$ cat src/rtl/irq_msg_agg_pkg.sv
package irq_msg_agg_pkg;

  localparam logic [11:0] OFF_TGT0  = 12'h004;
  localparam logic [11:0] OFF_VIEW0 = 12'h00C;
  localparam logic [11:0] OFF_TGT1  = 12'h010;
  localparam logic [11:0] OFF_VIEW1 = 12'h014;
  localparam logic [11:0] OFF_MASK  = 12'h018;
  localparam logic [11:0] OFF_PEND  = 12'h01C;
  localparam logic [11:0] OFF_STEER = 12'h024;
  localparam logic [11:0] OFF_LEVEL = 12'h028;

  typedef struct packed {
    logic wrTgt0;
    logic wrTgt1;
    logic wrMask;
    logic wrSteer;
    logic clrPend;
    logic launch;
  } aggStrobe_t;

  typedef enum logic [3:0] {
    RS_NONE, RS_TGT0, RS_VIEW0, RS_TGT1, RS_VIEW1,
    RS_MASK, RS_PEND, RS_STEER, RS_LEVEL
  } rdSel_e;

endpackage

$ cat src/rtl/irq_msg_agg_ctrl.sv
module irq_msg_agg_ctrl
  import irq_msg_agg_pkg::*;
#(
  parameter int unsigned NSRC = 11,
  parameter int unsigned AW   = 12
) (
  input  logic            clk,
  input  logic            rstN,
  input  logic [AW-1:0]   regAddr,
  input  logic            regWrEn,
  input  logic            regRdEn,
  input  logic [NSRC-1:0] msgQueue,
  input  logic            msgAck,
  output aggStrobe_t      strb,
  output logic [NSRC-1:0] launchOh,
  output rdSel_e          rdSel,
  output logic            msgReq
);

  typedef enum logic {ST_IDLE, ST_BUSY} sendSt_e;

  sendSt_e stQ, stD;
  logic    canLaunch;
  logic [NSRC-1:0] lowestOh;

  function automatic logic hit(input logic [AW-1:0] a, input logic [11:0] off);
    return a == AW'(off);
  endfunction

  // lowest set bit wins
  assign lowestOh  = msgQueue & (~msgQueue + NSRC'(1));
  assign canLaunch = (stQ == ST_IDLE) && (|msgQueue);
  assign launchOh  = canLaunch ? lowestOh : '0;

  always_comb begin
    stD = stQ;
    case (stQ)
      ST_IDLE: if (canLaunch) stD = ST_BUSY;
      ST_BUSY: if (msgAck)    stD = ST_IDLE;
      default: stD = ST_IDLE;
    endcase
  end

  always_ff @(posedge clk or negedge rstN) begin
    if (!rstN) stQ <= ST_IDLE;
    else       stQ <= stD;
  end

  assign msgReq = (stQ == ST_BUSY);

  always_comb begin
    strb         = '0;
    strb.launch  = canLaunch;
    strb.wrTgt0  = regWrEn && hit(regAddr, OFF_TGT0);
    strb.wrTgt1  = regWrEn && hit(regAddr, OFF_TGT1);
    strb.wrMask  = regWrEn && hit(regAddr, OFF_MASK);
    strb.wrSteer = regWrEn && hit(regAddr, OFF_STEER);
    strb.clrPend = (regWrEn || regRdEn) && hit(regAddr, OFF_PEND);
  end

  always_comb begin
    rdSel = RS_NONE;
    if (regRdEn) begin
      if      (hit(regAddr, OFF_TGT0))  rdSel = RS_TGT0;
      else if (hit(regAddr, OFF_VIEW0)) rdSel = RS_VIEW0;
      else if (hit(regAddr, OFF_TGT1))  rdSel = RS_TGT1;
      else if (hit(regAddr, OFF_VIEW1)) rdSel = RS_VIEW1;
      else if (hit(regAddr, OFF_MASK))  rdSel = RS_MASK;
      else if (hit(regAddr, OFF_PEND))  rdSel = RS_PEND;
      else if (hit(regAddr, OFF_STEER)) rdSel = RS_STEER;
      else if (hit(regAddr, OFF_LEVEL)) rdSel = RS_LEVEL;
    end
  end

endmodule

$ cat src/rtl/irq_msg_agg_dp.sv
module irq_msg_agg_dp
  import irq_msg_agg_pkg::*;
#(
  parameter int unsigned NSRC  = 11,
  parameter int unsigned DW    = 32,
  parameter int unsigned ALIGN = 5
) (
  input  logic            clk,
  input  logic            rstN,
  input  logic [NSRC-1:0] lineIn,
  input  logic [DW-1:0]   regWrData,
  input  aggStrobe_t      strb,
  input  logic [NSRC-1:0] launchOh,
  input  rdSel_e          rdSel,
  output logic [DW-1:0]   regRdData,
  output logic [NSRC-1:0] msgQueue,
  output logic [DW-1:0]   msgAddr,
  output logic [DW-1:0]   msgData
);

  localparam int unsigned PAD = DW - NSRC;

  logic [DW-1:0]   tgt0Q, tgt1Q, selTgt, outAddrQ, outDataQ;
  logic [NSRC-1:0] maskQ, steerQ, lvlQ, pendQ, queueQ, snapQ;
  logic [NSRC-1:0] edgeVec, newMsg, view0, view1;
  logic            useTgt1;

  assign edgeVec = lineIn & ~lvlQ;
  assign newMsg  = edgeVec & maskQ;
  assign view0   = lvlQ & maskQ & ~steerQ;
  assign view1   = lvlQ & maskQ & steerQ;

  always_ff @(posedge clk or negedge rstN) begin
    if (!rstN) begin
      lvlQ  <= '0;
      pendQ <= '0;
    end else begin
      lvlQ  <= lineIn;
      pendQ <= strb.clrPend ? edgeVec : (pendQ | edgeVec);
    end
  end

  always_ff @(posedge clk or negedge rstN) begin
    if (!rstN) begin
      tgt0Q  <= '0;
      tgt1Q  <= '0;
      maskQ  <= '0;
      steerQ <= '0;
    end else begin
      if (strb.wrTgt0)  tgt0Q  <= regWrData;
      if (strb.wrTgt1)  tgt1Q  <= regWrData;
      if (strb.wrMask)  maskQ  <= regWrData[NSRC-1:0];
      if (strb.wrSteer) steerQ <= regWrData[NSRC-1:0];
    end
  end

  // one queue slot per line, with the steering captured at the edge
  for (genvar gi = 0; gi < NSRC; gi++) begin : g_slot
    always_ff @(posedge clk or negedge rstN) begin
      if (!rstN) begin
        queueQ[gi] <= 1'b0;
        snapQ[gi]  <= 1'b0;
      end else if (newMsg[gi]) begin
        queueQ[gi] <= 1'b1;
        snapQ[gi]  <= steerQ[gi];
      end else if (launchOh[gi]) begin
        queueQ[gi] <= 1'b0;
      end
    end
  end

  assign msgQueue = queueQ;
  assign useTgt1  = |(launchOh & snapQ);
  assign selTgt   = useTgt1 ? tgt1Q : tgt0Q;

  always_ff @(posedge clk or negedge rstN) begin
    if (!rstN) begin
      outAddrQ <= '0;
      outDataQ <= '0;
    end else if (strb.launch) begin
      outAddrQ <= {selTgt[DW-1:ALIGN], {ALIGN{1'b0}}};
      outDataQ <= {{(DW-ALIGN){1'b0}}, selTgt[ALIGN-1:0]};
    end
  end

  assign msgAddr = outAddrQ;
  assign msgData = outDataQ;

  always_comb begin
    case (rdSel)
      RS_TGT0:  regRdData = tgt0Q;
      RS_TGT1:  regRdData = tgt1Q;
      RS_VIEW0: regRdData = {{PAD{1'b0}}, view0};
      RS_VIEW1: regRdData = {{PAD{1'b0}}, view1};
      RS_MASK:  regRdData = {{PAD{1'b0}}, maskQ};
      RS_PEND:  regRdData = {{PAD{1'b0}}, pendQ};
      RS_STEER: regRdData = {{PAD{1'b0}}, steerQ};
      RS_LEVEL: regRdData = {{PAD{1'b0}}, lvlQ};
      default:  regRdData = '0;
    endcase
  end

endmodule

$ cat src/rtl/irq_msg_agg.sv
module irq_msg_agg
  import irq_msg_agg_pkg::*;
#(
  parameter int unsigned NSRC  = 11,
  parameter int unsigned DW    = 32,
  parameter int unsigned AW    = 12,
  parameter int unsigned ALIGN = 5
) (
  input  logic            clk,
  input  logic            rstN,
  input  logic [NSRC-1:0] lineIn,
  input  logic [AW-1:0]   regAddr,
  input  logic            regWrEn,
  input  logic            regRdEn,
  input  logic [DW-1:0]   regWrData,
  output logic [DW-1:0]   regRdData,
  output logic            msgReq,
  output logic [DW-1:0]   msgAddr,
  output logic [DW-1:0]   msgData,
  input  logic            msgAck
);

  aggStrobe_t      strb;
  rdSel_e          rdSel;
  logic [NSRC-1:0] launchOh;
  logic [NSRC-1:0] msgQueue;

  irq_msg_agg_ctrl #(.NSRC(NSRC), .AW(AW)) ctrlI (
    .clk(clk), .rstN(rstN), .regAddr(regAddr), .regWrEn(regWrEn),
    .regRdEn(regRdEn), .msgQueue(msgQueue), .msgAck(msgAck),
    .strb(strb), .launchOh(launchOh), .rdSel(rdSel), .msgReq(msgReq)
  );

  irq_msg_agg_dp #(.NSRC(NSRC), .DW(DW), .ALIGN(ALIGN)) dpI (
    .clk(clk), .rstN(rstN), .lineIn(lineIn), .regWrData(regWrData),
    .strb(strb), .launchOh(launchOh), .rdSel(rdSel),
    .regRdData(regRdData), .msgQueue(msgQueue),
    .msgAddr(msgAddr), .msgData(msgData)
  );

endmodule

$ cat config.mk
export PLATFORM = sky130hd
export DESIGN_NAME = irq_msg_agg
export DESIGN_NICKNAME = d
export VERILOG_FILES = /design/src/rtl/irq_msg_agg_pkg.sv /design/src/rtl/irq_msg_agg_ctrl.sv /design/src/rtl/irq_msg_agg_dp.sv /design/src/rtl/irq_msg_agg.sv
export SDC_FILE = /design/constraint.sdc
export NUM_CORES = 1
export LEC_CHECK = 0
export ABC_AREA = 0
export CORE_MARGIN = 3
export CORE_UTILIZATION = 47
export DETAILED_ROUTE_END_ITERATION = 12
export GPL_ROUTABILITY_DRIVEN = 0
export PLACE_DENSITY = 0.83
export REMOVE_ABC_BUFFERS = 1
export SYNTH_ARGS = -nofsm -noshare
export SYNTH_HDL_FRONTEND = slang
export SYNTH_SLANG_ARGS = --single-unit
$ cat constraint.sdc
create_clock -name clk -period 2.2 [get_ports clk]
set_clock_uncertainty 0.05 [all_clocks]
set_input_delay 0.33 -clock clk [delete_from_list [all_inputs] [get_ports clk]]
set_output_delay 0.33 -clock clk [all_outputs]
set_load 0.01 [all_outputs]
==> flow_summary.toml <==
[hold_path]
hp-class = "in2reg"

[synthesis]
async_flop_share_pct = 100
synth.top_cells.by_count = "dfrtp_1 (163), mux2_2 (93), nand2_1 (52)"
yosys_warnings = 0
synth_enable_flop_cells = 0
post_synth_num_cell_types = 47
postSynthRegisterBits = 163
synthTopCellsByArea = "dfrtp_1 (53%), mux2_2 (14%), buf_4 (3.4%), a31oi_1 (2.6%), nand2_1 (2.5%)"
synth.top_cell.area_share_pct = 53.1
syn-instance-count = 683
yosysMostFrequentCell = "dfrtp_1"
synthesis.area_sq_mm = 0.00768
synth_top_area_cell = "dfrtp_1"
synth_ff_type = "dfrtp_1"
synth_seq_area_share_pct = 53.1
avgSynthCellArea_sq_um = 11.2

[cts]
cts_inserted_buffers = 17
cts_htree_levels = 4
clock-root-buffer = "clkbuf_16"
clock_latency_ns = 0.43
cts_tree = "done"
clk_path_buf_depth = 2
clk_pin_slew_worst_paths_ns = 0.06
clock_sinks = 163

[placement]
place_ws_ns = -1.16
place_inst = 1051
port_buffers = 124
dp.final_hpwl_um = 14600

[final_layout]
drive_above_1_share_pct = 38.6
fin_nets = 957
finalCoreUtilization_pct = 68.8
area_delta_synth_final_pct = 42.9
diodes = 0
finalNonFillerCells = 1126

[route]
post_drt_via_cell_ratio = 5.97
drt_pre_antenna_iters = 7
routed_wl_um = 25000
dr.first_iter.drc_count = 682
via_count = 6720
drc = 0
avgRoutedWirePerCell_um = 22.2
detail-route-antenna-nets = 0

[floorplan]
die_area_sq_mm = 0.0179
die_w_um = 134
placement_rows = 46
core_area_sq_mm = 0.0159
fp.dieH_um = 134
num_io_pins = 157
floorplan.initialDensity_pct = 48.2

[sta]
finalWorstSetupSlack_ns = -0.368
setup_viol = 64
timing.final.crit_period_ns = 2.57
rsz0062_at_grt = "yes"
timing_hold_violations_final = 0
final-max-slew-violation-count = 0
achievable-frequency_ghz = 0.389
max_slew.worst_pin.slew_ns = 1.00
timing.max_slew.rel_slack_pct = 32.8
layout_worst_path_cycle_share_pct = 117

[setup_path]
critical_path_arrival_ns = 2.19
worstPathMaxFanout = 5
timing.critical_path.from_type = "input pin"
required_ns = 1.82
cp-end-kind = "output pin"
critical_path_class = "in2out"

[power]
worst_ir_drop_vdd_v = 0.000550
netSwitchingFraction_pct = 28.9
share_seq_of_total_power_pct = 41.4
intPower_mw = 6.17
power.static_leakage_nw = 4.88
power_density_mw_per_mm2 = 790
power_frac_comb_pct = 24.7
clock_power_share_pct = 33.8
net-switching-power_mw = 2.50

[grt]
global_route_wire_length_before_repair_um = 37300
grt_start_max_net_pins = 47
grt_overflow = 0
grt_antenna_before_repair = 0
vias_in_the_first_global_route = 6803
grt_usage_pct = 27.0

[run_status]
failed_checks = "negative setup slack"
run_status = "complete, but fails checks"

[run]
max_cap_viol_count = 0
## cells by family (layout without fill, tap and decap cells)
logic type	count (synthesis)	in the layout	synth area share, %
DFF	163	163	53.1
muxes	100	100	14.5
other	1	32	0.0488
AOI/OAI and AO/OA	156	158	14.7
and+or+nand+nor	182	182	11.4
buffers and inverters	81	275	6.26
## power groups by stage
stage	combinational (mW)	sequential [mW]	clock, mW
floorplan	0.698	3.75	0
global placement	1.93	3.62	0
detailed placement	1.97	3.63	0
CTS	2.08	3.59	2.95
global route	2.32	3.63	3.09
finish	2.14	3.59	2.93
## final cells by class
cell class,instances,area (sq um)
fillers,1132,4970
inverters,7,26.3
well taps,216,270
flip-flops and latches,163,4080
repair buffers,236,2350
clock inverters,9,104
multi-input cells,472,3670
clock buffers,23,478
## critical path, cell delays in order
cell      delay [ns]
buf_6           0.09
nor4_4          0.24
buf_4           0.16
nand3_4         0.13
buf_6           0.16
nor3_2          0.17
buf_4           0.18
buf_6           0.14
mux2i_1         0.11
o211ai_1        0.29
buf_2           0.20
## what timing repair did
action | 4_1_cts | 5_1_grt
hold buffers | 1 | 0
buffers inserted | 30 | 5
gates resized for setup | 243 | 60
endpoints found under the setup margin | 92 | 64
pin swaps | 51 | 72
endpoints found under the hold margin | 32 | 0
gates cloned | 8 | 3
## metal layers
layer | vias to the layer above | track usage [%] | share of wire (%)
li1 | 2882 | - | -
met1 | 3374 | 34.7 | 40
met2 | 382 | 43.5 | 48
met3 | 82 | 6.60 | 8.7
met4 | 0 | 12.3 | 3.7
met5 | - | 0 | 0
## registers in the layout (all words and copies together), names as in the netlist
signal / cells
dpI.tgt0Q: 32
dpI.tgt1Q: 32
dpI.msgAddr: 27
dpI.lvlQ: 11
dpI.maskQ: 11
dpI.msgQueue: 11
dpI.pendQ: 11
dpI.snapQ: 11
dpI.steerQ: 11
dpI.msgData: 5
ctrlI.msgReq: 1
## worst paths after layout
path	startpoint	endpoint	slack, ns	depth (start not counted)
setup / recovery	regAddr[10]	regRdData[5]	-0.37	11
hold / removal	lineIn[6]	dpI.lvlQ[6]	0.31	1
setup reg to reg	dpI.msgQueue[2]	dpI.msgAddr[13]	-0.17	8
hold reg to reg	dpI.pendQ[4]	dpI.pendQ[4]	0.43	1
max in group asynchronous	rstN	dpI.tgt1Q[27]	1.10	3
min in group asynchronous	rstN	dpI.lvlQ[7]	0.32	2
## placed cells by master, fill, tap and decap left out, types with 4 or more instances in the layout
cell	count
dfrtp_1	163
mux2_2	93
clkdlybuf4s50_1	78
buf_4	62
nand2_1	51
nor2_1	38
buf_2	34
conb_1	32
a31oi_1	31
nand3_1	30
o21ai_2	30
buf_6	28
a22o_1	22
clkbuf_16	19
buf_12	18
a21o_1	16
a222oi_1	15
nor2b_1	12
o21ai_0	9
inv_1	7
nand3_2	7
nor3_1	6
o211ai_1	5
nand3b_1	4
mux2i_1	4
nand4_1	4
a221o_1	4
clkinv_2	4
## per-stage QoR
step	cell area (sq um)	TNS, ns	hold slack [ns]	total power, mW
floorplan	7340	-126.49	-0.0156	4.45
global placement	9590	-60.97	0.211	5.55
detailed placement	9590	-64.84	0.214	5.60
CTS	10700	-4.40	0.297	8.61
global route	11000	-15.16	0.287	9.03
finish	11000	-10.87	0.308	8.67
No activity file was read; power rests on OpenSTA's default activity.
